==> config.mk <==
export PLATFORM = sky130hd
export DESIGN_NAME = tpg_top
export DESIGN_NICKNAME = d
export VERILOG_FILES = /design/src/rtl/tpg_pkg.sv /design/src/rtl/tpg_gen.sv /design/src/rtl/tpg_mux.sv /design/src/rtl/tpg_top.sv
export SDC_FILE = /design/constraint.sdc
export NUM_CORES = 1
export LEC_CHECK = 0
export BUFFER_PORTS_ARGS = -buffer_cell sky130_fd_sc_hd__buf_2
export CAP_MARGIN = 25
export CORE_AREA = 3 3 99 101
export CTS_CLUSTER_SIZE = 28
export DETAILED_ROUTE_END_ITERATION = 6
export DIE_AREA = 0 0 102 104
export PLACE_DENSITY = 0.79
export SYNTH_ARGS = -nofsm -noshare
export SYNTH_HDL_FRONTEND = slang
export SYNTH_SLANG_ARGS = --single-unit
export TNS_END_PERCENT = 20
==> constraint.sdc <==
create_clock -name clk -period 5.8 [get_ports clk]
set_clock_uncertainty 0.15 [all_clocks]
set_input_delay 0.29 -clock clk [delete_from_list [all_inputs] [get_ports clk]]
set_output_delay 0.29 -clock clk [all_outputs]
set_load 0.005 [all_outputs]
==> src/rtl/tpg_pkg.sv <==
package tpg_pkg;

    localparam int PRBS_MAXLEN = 23;
    localparam int NUM_USER    = 4;

    typedef enum logic [3:0] {
        MD_NORMAL = 4'b0000,
        MD_CHECK  = 4'b0001,
        MD_TOGGLE = 4'b0010,
        MD_PN23   = 4'b0011,
        MD_PN9    = 4'b0100,
        MD_URPT   = 4'b0101,
        MD_USGL   = 4'b0110,
        MD_PN7    = 4'b1100,
        MD_PN15   = 4'b1101
    } tpg_mode_e;

    typedef enum logic [1:0] {
        INJ_OFF  = 2'b00,
        INJ_LINE = 2'b01,
        INJ_BYTE = 2'b10,
        INJ_RSVD = 2'b11
    } tpg_inj_e;

    typedef struct packed {
        logic [PRBS_MAXLEN-1:0] lfsr;
        logic [2:0]             idx;
        logic                   ph;
    } tpg_state_t;

    localparam tpg_state_t STATE_SEED = '{lfsr: '1, idx: 3'd0, ph: 1'b1};

    function automatic logic mode_known(input logic [3:0] m);
        case (m)
            MD_CHECK, MD_TOGGLE, MD_PN23, MD_PN9,
            MD_URPT, MD_USGL, MD_PN7, MD_PN15: return 1'b1;
            default:                           return 1'b0;
        endcase
    endfunction

    function automatic logic [PRBS_MAXLEN-1:0] prbs_mask(input logic [3:0] m);
        case (m)
            MD_PN7:  return PRBS_MAXLEN'(23'h00007F);
            MD_PN9:  return PRBS_MAXLEN'(23'h0001FF);
            MD_PN15: return PRBS_MAXLEN'(23'h007FFF);
            MD_PN23: return PRBS_MAXLEN'(23'h7FFFFF);
            default: return '0;
        endcase
    endfunction

    function automatic logic [PRBS_MAXLEN-1:0] prbs_step(
        input logic [PRBS_MAXLEN-1:0] s, input logic [3:0] m);
        logic fb;
        case (m)
            MD_PN7:  fb = s[6]  ^ s[5];
            MD_PN9:  fb = s[8]  ^ s[4];
            MD_PN15: fb = s[14] ^ s[13];
            MD_PN23: fb = s[22] ^ s[17];
            default: return s;
        endcase
        return {s[PRBS_MAXLEN-2:0], fb};
    endfunction

endpackage

==> src/rtl/tpg_gen.sv <==
module tpg_gen
    import tpg_pkg::*;
#(
    parameter int W  = 8,
    parameter int UW = 16
) (
    input  logic                         clk,
    input  logic                         rst,
    input  logic [3:0]                   mode_i,
    input  logic                         chg_i,
    input  logic                         start_i,
    input  logic [NUM_USER-1:0][UW-1:0]  user_i,
    output logic [W-1:0]                 pat_o
);

    function automatic logic [W-1:0] chk_word();
        logic [W-1:0] v;
        for (int i = 0; i < W; i++) v[i] = (((W - 1 - i) % 2) == 0);
        return v;
    endfunction

    localparam logic [W-1:0] CHK_WORD = chk_word();

    tpg_state_t st_q, base, nxt;
    logic [W-1:0] prbs_w;

    always_comb begin
        base = st_q;
        if (chg_i)   base = STATE_SEED;
        if (start_i) base.idx = 3'd0;

        nxt    = base;
        nxt.ph = ~base.ph;
        if (mode_i == MD_URPT)
            nxt.idx = {1'b0, base.idx[1:0] + 2'd1};
        else if (mode_i == MD_USGL && base.idx < 3'd4)
            nxt.idx = base.idx + 3'd1;

        prbs_w = '0;
        for (int i = 0; i < W; i++) begin
            nxt.lfsr        = prbs_step(nxt.lfsr, mode_i);
            prbs_w[W-1-i]   = nxt.lfsr[0];
        end

        case (mode_i)
            MD_CHECK:                          pat_o = CHK_WORD;
            MD_TOGGLE:                         pat_o = {W{base.ph}};
            MD_PN7, MD_PN9, MD_PN15, MD_PN23:  pat_o = prbs_w;
            MD_URPT, MD_USGL:
                pat_o = (base.idx < 3'd4) ? user_i[base.idx[1:0]][UW-1 -: W] : '0;
            default:                           pat_o = '0;
        endcase
    end

    always_ff @(posedge clk) begin
        if (rst) st_q <= STATE_SEED;
        else     st_q <= nxt;
    end

    AST_TOGGLE_ALT: assert property (@(posedge clk) disable iff (rst)
        (mode_i == MD_TOGGLE && !chg_i && !$past(rst) && $past(mode_i) == MD_TOGGLE)
        |-> (pat_o == ~$past(pat_o)));

    AST_PRBS_LIVE: assert property (@(posedge clk) disable iff (rst)
        ((prbs_mask(mode_i) != '0) && !chg_i)
        |-> ((st_q.lfsr & prbs_mask(mode_i)) != '0));

    AST_RPT_ADVANCE: assert property (@(posedge clk) disable iff (rst)
        (mode_i == MD_URPT && !chg_i && !start_i && !$past(rst)
         && $past(mode_i) == MD_URPT && !$past(chg_i) && !$past(start_i))
        |-> (st_q.idx[1:0] == $past(st_q.idx[1:0]) + 2'd1));

    AST_SINGLE_ZERO: assert property (@(posedge clk) disable iff (rst)
        (mode_i == MD_USGL && !chg_i && !start_i && st_q.idx == 3'd4)
        |-> (pat_o == '0));

endmodule

==> src/rtl/tpg_mux.sv <==
module tpg_mux
    import tpg_pkg::*;
#(
    parameter int NW = 8,
    parameter int WW = 10
) (
    input  logic [3:0]    mode_i,
    input  logic [1:0]    inj_i,
    input  logic          invert_i,
    input  logic [NW-1:0] pat8_i,
    input  logic [WW-1:0] pat10_i,
    input  logic [NW-1:0] norm8_i,
    input  logic [WW-1:0] norm10_i,
    output logic [NW-1:0] out8_o,
    output logic [WW-1:0] out10_o
);

    logic          active;
    logic [WW-1:0] line_w;

    always_comb begin
        active  = mode_known(mode_i);
        out8_o  = (active && inj_i == INJ_BYTE) ? pat8_i : norm8_i;
        line_w  = (active && inj_i == INJ_LINE) ? pat10_i : norm10_i;
        out10_o = line_w ^ {WW{invert_i}};
    end

endmodule

==> src/rtl/tpg_top.sv <==
module tpg_top
    import tpg_pkg::*;
#(
    parameter int NARROW_W = 8,
    parameter int WIDE_W   = 10,
    parameter int UW       = 16
) (
    input  logic                        clk,
    input  logic                        rst,
    input  logic [3:0]                  mode_i,
    input  logic [1:0]                  inj_i,
    input  logic                        invert_i,
    input  logic                        start_i,
    input  logic [NUM_USER-1:0][UW-1:0] user_i,
    input  logic [NARROW_W-1:0]         norm8_i,
    input  logic [WIDE_W-1:0]           norm10_i,
    output logic [NARROW_W-1:0]         out8_o,
    output logic [WIDE_W-1:0]           out10_o
);

    localparam int NUM_PATH = 2;

    logic [3:0]                       mode_q;
    logic                             chg;
    logic [NUM_PATH-1:0][WIDE_W-1:0]  pats;

    always_ff @(posedge clk) begin
        if (rst) mode_q <= MD_NORMAL;
        else     mode_q <= mode_i;
    end

    assign chg = (mode_i != mode_q);

    for (genvar g = 0; g < NUM_PATH; g++) begin : g_path
        localparam int GW = (g == 0) ? NARROW_W : WIDE_W;
        logic [GW-1:0] pg;
        tpg_gen #(.W(GW), .UW(UW)) u_gen (
            .clk     (clk),
            .rst     (rst),
            .mode_i  (mode_i),
            .chg_i   (chg),
            .start_i (start_i),
            .user_i  (user_i),
            .pat_o   (pg)
        );
        assign pats[g] = WIDE_W'(pg);
    end

    tpg_mux #(.NW(NARROW_W), .WW(WIDE_W)) u_mux (
        .mode_i   (mode_i),
        .inj_i    (inj_i),
        .invert_i (invert_i),
        .pat8_i   (pats[0][NARROW_W-1:0]),
        .pat10_i  (pats[1]),
        .norm8_i  (norm8_i),
        .norm10_i (norm10_i),
        .out8_o   (out8_o),
        .out10_o  (out10_o)
    );

    AST_UNUSED_PASS: assert property (@(posedge clk) disable iff (rst)
        !mode_known(mode_i)
        |-> (out8_o == norm8_i && out10_o == (norm10_i ^ {WIDE_W{invert_i}})));

    AST_INV_NORMAL: assert property (@(posedge clk) disable iff (rst)
        (invert_i && inj_i != INJ_LINE) |-> (out10_o == ~norm10_i));

    AST_BYTE_NORMAL: assert property (@(posedge clk) disable iff (rst)
        (inj_i != INJ_BYTE) |-> (out8_o == norm8_i));

endmodule

==> summary.txt, run 1 <==
Synthesis
  • Net Count, Synth: 796
  • Synth Area per Inst: 7.051 µm²
  • Post-synth EDFFs: 0
  • Cells after Synth: 702
  • Yosys reg bits: 58
  • Synth top cells by count: nand2_1 (118), dfxtp_1 (58), nor2_1 (56), xnor2_1 (56), nand3_1 (53)
  • Synth top area share: 23.46%
  • Sequential cell area fraction in the yosys report: 23.46%
  • Synth area leader: dfxtp_1
  • Predominant post-synthesis flop cell: dfxtp_1
  • Synth async-reset ratio: 0%
  • Unique cell type count in the Yosys netlist: 69
  • Most numerous cell in the Yosys netlist: nand2_1
  • Top post-synthesis cells by area: dfxtp_1 (23%), xnor2_1 (9.9%), nand2_1 (8.9%)
  • Post-Syn Area: 4950 µm²
  • Ys Warns: 0

STA
  • Fmax: 248.5 MHz
  • Slew Viols, Final: 0
  • Setup tns final: 0 ns
  • Period utilization: 69.37%
  • Worst-Margin Slew: 0.9989 ns
  • Final setup vio count: 0
  • Worst slew margin: 33.41%
  • WHS: 0.1263 ns
  • Final hold vios: 0
  • RSZ-0062 raised after global routing: false
  • Final Critical Period: 4.024 ns

Final layout
  • Fraction of layout cells with a size suffix above 1: 17.00%
  • Non-filler cells, final: 852
  • Finished Cell Area: 5510 µm²
  • Final nets: 830
  • Antenna Cells: 0
  • Layout filler cell count: 866
  • Synthesis-to-finish area growth: 11.32%

Clock network
  • Worst-skew pair later-pin latency: 0.35 ns
  • CTS Hold Bufs: 0
  • Max H-tree Level: 3
  • Post-CTS setup buffer count: 0
  • Post-CTS sizing: 0
  • Worst-path clk slew: 0.07 ns
  • Clock Path Buffers: 2
  • CTS buffer count: 9
  • Sink Count: 58
  • TritonCTS clock tree: done
  • CTS root buffer: clkbuf_8

Run status
  • Status: complete, no violations

Pwr
  • Power Dens Cells: 210.3 nW/µm²
  • Peak supply drop: 0.2079 mV
  • Comb pwr share: 21.3%
  • Seq pwr share: 37.4%
  • Clock share of power: 41.3%
  • Psw: 356.3 µW
  • P_int: 802.6 µW
  • Switching Share: 30.75%
  • Leak Pwr: 0.002150 µW

Worst hold path
  • Worst hold path class: in2reg

Critical path
  • WP data required: 5.36 ns
  • Worst-path maximum fanout: 40
  • CP Capture Type: output pin
  • Setup CP Type: in2out
  • Data arrival, critical path: 3.58 ns
  • Type of origin of the critical path: input port

Placement
  • Port Buf Inserts: 85
  • Placed cell count: 836
  • Placed cell areas: 5261 µm²
  • DP HPWL: 11.42 mm
  • GPL Wtd Cong: 0.9808

Die
  • Die height: 104 µm
  • Ports: 110
  • FP Rows: 35
  • Starting Density: 54.34%
  • Die X: 102 µm
  • Total core area: 9109 µm²
  • Die ar.: 10610 µm²

GRT
  • Total grt overflow: 0
  • Initial antenna violation count: 0
  • Largest net degree at the start of global routing: 41
  • Number of global-route vias before repair: 4943
  • First-pass GRT wire length: 24.82 mm
  • GRT Total Usage: 28.89%

Flow run
  • Max Cap Viol: 0

Routing
  • DRC violations left: 0
  • Drt first pass iters: 5
  • WL/cell: 18.06 µm
  • WL final: 15.38 mm
  • Via count: 5402
  • Initial drt markers: 579
  • Vias per cell: 6.340
  • Antenna-violating nets left: 0
## sequential cells by signal, indices dropped and copies added (netlist names)
register and cells:
g_path.u_gen.st_q 54, mode_q 4
## layout make-up
cell class / instances / area (µm²) / area share, %
multi-input combinational: 565 / 3446 / 62.53
clock buffer: 9 / 123.9 / 2.248
clock inverter: 7 / 125.1 / 2.271
tap: 111 / 138.9 / 2.520
timing repair buffer: 92 / 478.0 / 8.674
sequential: 58 / 1161 / 21.07
inverter: 10 / 37.54 / 0.6812
## power by group through the flow
stage	sequential, µW	combinational (µW)	clock, µW
2_1_floorplan	424	183	0
3_3_place_gp	442	237	0
3_5_place_dp	442	242	0
4_1_cts	433	243	482
5_1_grt	436	271	501
6_report	434	247	478
## metrics by stage
| step | utilization [%] | setup WS (ns) | total power, µW |
|---|---|---|---|
| floorplan | - | 2.963 | 607.0 |
| global placement | 57.76 | 1.960 | 678.3 |
| detailed placement | 57.76 | 1.900 | 683.8 |
| CTS | 60.49 | 1.876 | 1158 |
| global route | 60.49 | 1.558 | 1208 |
| finish | 60.49 | 1.776 | 1159 |
## worst paths after layout
kind	slack (ns)	cells after the start	startpoint	to
setup reg to reg	2.90	9	mode_q[3]	g_path[0].u_gen.st_q[5]
hold reg to reg	0.31	1	g_path[0].u_gen.st_q[0]	g_path[0].u_gen.st_q[0]
hold / removal	0.13	2	rst	mode_q[1]
setup / recovery	1.78	14	mode_i[2]	out10_o[0]
## cell usage in the layout (no fill, tap or decap), types with 4 or more instances in the layout
cell and n:
nor2b_1 6, inv_1 8, o21ai_0 46, o211ai_1 6, nor2_1 56, xnor2_1 56, nor3b_1 4, nand2b_1 8
a211oi_1 4, buf_2 85, xor2_1 25, a221oi_1 11, buf_4 7, o22ai_1 11, a21oi_1 35, mux2i_1 19
a31oi_1 10, nand3_1 53, dfxtp_1 58, a22oi_1 4, nor3_1 16, o31ai_1 13, o21ai_1 6, nand2_1 118
clkbuf_8 9
## critical path, cell delays in order
cell and delay [ns]:
buf_2 0.45, xnor2_1 0.20, nand4_1 0.15, buf_4 0.28, nor2_1 0.26, nand2_1 0.36
inv_1 0.48, a21oi_1 0.07, a22oi_1 0.19, a21oi_1 0.12, a31o_1 0.24, a31o_1 0.22
xnor2_1 0.12, buf_2 0.13
## kinds of logic (layout without fill, tap and decap cells)
kind of cell / after synthesis / count (layout) / synth area share (%)
AO/OA/AOI/OAI: 172 / 172 / 22.83
XOR/XNOR: 81 / 81 / 14.33
adder cells (fa/ha/maj): 2 / 2 / 0.5055
buffers and inverters: 79 / 118 / 6.926
flip-flops: 58 / 58 / 23.46
multiplexers: 22 / 22 / 4.600
AND/OR/NAND/NOR: 288 / 288 / 27.35
## per-layer routing
layer / global-route usage, % / vias to the layer above / part of all wire [%]
met5: 0 / - / 0
met4: 7.123 / 0 / 1.5
met3: 7.378 / 29 / 9.9
met2: 44.01 / 280 / 47
met1: 40.56 / 2564 / 41
li1: - / 2529 / -
(Power assumes the default switching activity.)
==> run 2, diff against run 1 <==
- clock period: 5.8 -> 3.8 ns (I/O delays scaled with it)
==> run 2 against run 1 <==
Effect of this change:
- utilization is 1.2 points higher
- cell area is 2.0% higher
- via count is 1.1% higher
- die area stayed put
- worst setup slack worse by 1.6 ns
- critical endpoint unchanged
- register-to-register slack worse by 2.0 ns
==> summary.txt, run 2 (synthesized netlist as in run 1, its figures left out) <==
Final layout
  • Commonest non-fill, non-tap cell in the layout: nand2_1
  • Top Registers: g_path.u_gen.st_q x54, mode_q x4
  • Final nets: 845 (+1.8%)
  • Largest register FFs: 54 (unchanged)
  • Commonest non-fill, non-tap cells in the layout: nand2_1 (118), buf_2 (85), dfxtp_1 (58)
  • Synthesis-to-finish area growth: 13.60%
  • Most flop-heavy register: g_path.u_gen.st_q
  • Antenna Cells: 0 (unchanged)
  • Fraction of layout cells with a size suffix above 1: 18.65% (+1.6 points)

Pwr
  • Peak supply drop: 0.3018 mV (+45%)
  • Leak Pwr: 0.002223 µW (+3.4%)
  • Power Dens Cells: 315.1 nW/µm² (+50%)

Flow run
  • Max Cap Viol: 0 (unchanged)

STA
  • Slew Viols, Final: 0 (unchanged)
  • Setup tns final: 0 ns (unchanged)
  • Worst slew margin: 48.71% (+15 points)
  • Period utilization: 95.49%
  • WHS: 0.05437 ns (-0.07194 ns)
  • Fmax: 275.6 MHz
  • RSZ-0062 raised after global routing: false
  • Final setup vio count: 0 (unchanged)
  • Final hold vios: 0 (unchanged)
  • Worst-Margin Slew: 0.7587 ns (-0.2403 ns)
  • Setup WS post-layout: 0.1714 ns (-1.605 ns)
  • Final Critical Period: 3.629 ns

Clock network
  • Worst-skew pair later-pin latency: 0.35 ns (about the same)
  • TritonCTS clock tree: done
  • CTS Hold Bufs: 0 (unchanged)
  • CTS buffer count: 9 (unchanged)
  • Sink Count: 58 (unchanged)
  • CTS root buffer: clkbuf_8
  • Clock Path Buffers: 2 (unchanged)
  • Post-CTS sizing: 0 (unchanged)
  • Post-CTS setup buffer count: 0 (unchanged)
  • Max H-tree Level: 3 (unchanged)
  • Worst-path clk slew: 0.07 ns (about the same)

Critical path
  • WP data required: 3.46 ns (-1.90 ns)
  • Data arrival, critical path: 3.29 ns (-0.29 ns)
  • Type of origin of the critical path: flip-flop
  • Worst-path maximum fanout: 38 (-5.0%)
  • Setup CP Type: reg2out
  • CP Capture Type: output pin

Die
  • Ports: 110 (unchanged)
  • Total core area: 9109 µm² (unchanged)
  • Die X: 102 µm (unchanged)
  • FP Rows: 35 (unchanged)
  • Starting Density: 54.34% (unchanged)
  • Die height: 104 µm (unchanged)
  • Die ar.: 10610 µm² (unchanged)

GRT
  • Number of global-route vias before repair: 5055 (+2.3%)
  • Largest net degree at the start of global routing: 39 (-4.9%)
  • Total grt overflow: 0 (unchanged)
  • First-pass GRT wire length: 25.46 mm (+2.6%)
  • Initial antenna violation count: 0 (unchanged)
  • GRT Total Usage: 29.66% (+0.76 points)

Routing
  • WL final: 16.00 mm (+4.0%)
  • Vias per cell: 6.302 (-0.60%)
  • Drt first pass iters: 7 (+2)
  • WL/cell: 18.46 µm (+2.2%)
  • Initial drt markers: 552 (-4.7%)
  • Antenna-violating nets left: 0 (unchanged)
  • Via count: 5464 (+1.1%)
  • DRC violations left: 0 (unchanged)

Worst hold path
  • Worst hold path class: in2reg

Placement
  • Port Buf Inserts: 85 (unchanged)
  • DP HPWL: 11.97 mm (+4.9%)
  • Setup slack after placement: 0.3838 ns (-1.516 ns)
  • GPL Wtd Cong: 1.023 (+4.3%)

Run status
  • Status: complete, no violations
-- run 2: power breakdown --
group / switching (µW) / internal (µW) / total [µW]
registers: 35.4 / 625 / 661
logic: 226 / 168 / 394
clock network: 276 / 441 / 717
-- run 2: final cells by class --
class,instances,area [µm²]
inverters,10,37.54
clock buffers,9,123.9
fillers,859,3486
well taps,111,138.9
repair buffers,107,590.6
flip-flops and latches,58,1161
multi-input cells,565,3446
clock inverters,7,125.1
-- run 2: metrics by stage --
stage | utilization [%] | power (µW) | area [µm²] | cells
after floorplan | - | 926.5 | 4950 | 702
after CTS | 61.73 | 1773 | 5623 | 867
after global placement | 59.00 | 1049 | 5374 | 851
after global routing | 61.73 | 1851 | 5623 | 867
final | 61.73 | 1772 | 5623 | 867
after detailed placement | 59.00 | 1057 | 5374 | 851
-- run 2: final timing paths --
kind | slack (ns) | to | cells past startpoint | start
max reg2reg | 0.92 | g_path[0].u_gen.st_q[5] | 9 | mode_q[3]
min reg2reg | 0.31 | g_path[1].u_gen.st_q[0] | 1 | g_path[1].u_gen.st_q[0]
min | 0.05 | g_path[1].u_gen.st_q[1] | 2 | rst
max | 0.17 | out10_o[0] | 10 | mode_q[3]
-- run 2: per-layer routing --
layer	vias up	share of wire [%]	global-route usage (%)
li1	2555	-	-
met1	2585	42	41.21
met2	296	47	45.36
met3	28	9.4	6.774
met4	0	1.6	8.997
met5	-	0	0
-- run 2: worst max-delay path: stages (launching register included) --
cell,delay [ns]
dfxtp_1,0.31
xnor2_1,0.13
nand4_1,0.19
buf_4,0.40
nor2_2,0.18
a2111oi_0,0.64
nor2_1,0.27
xor2_1,0.23
a31o_1,0.26
xnor2_1,0.16
buf_2,0.14
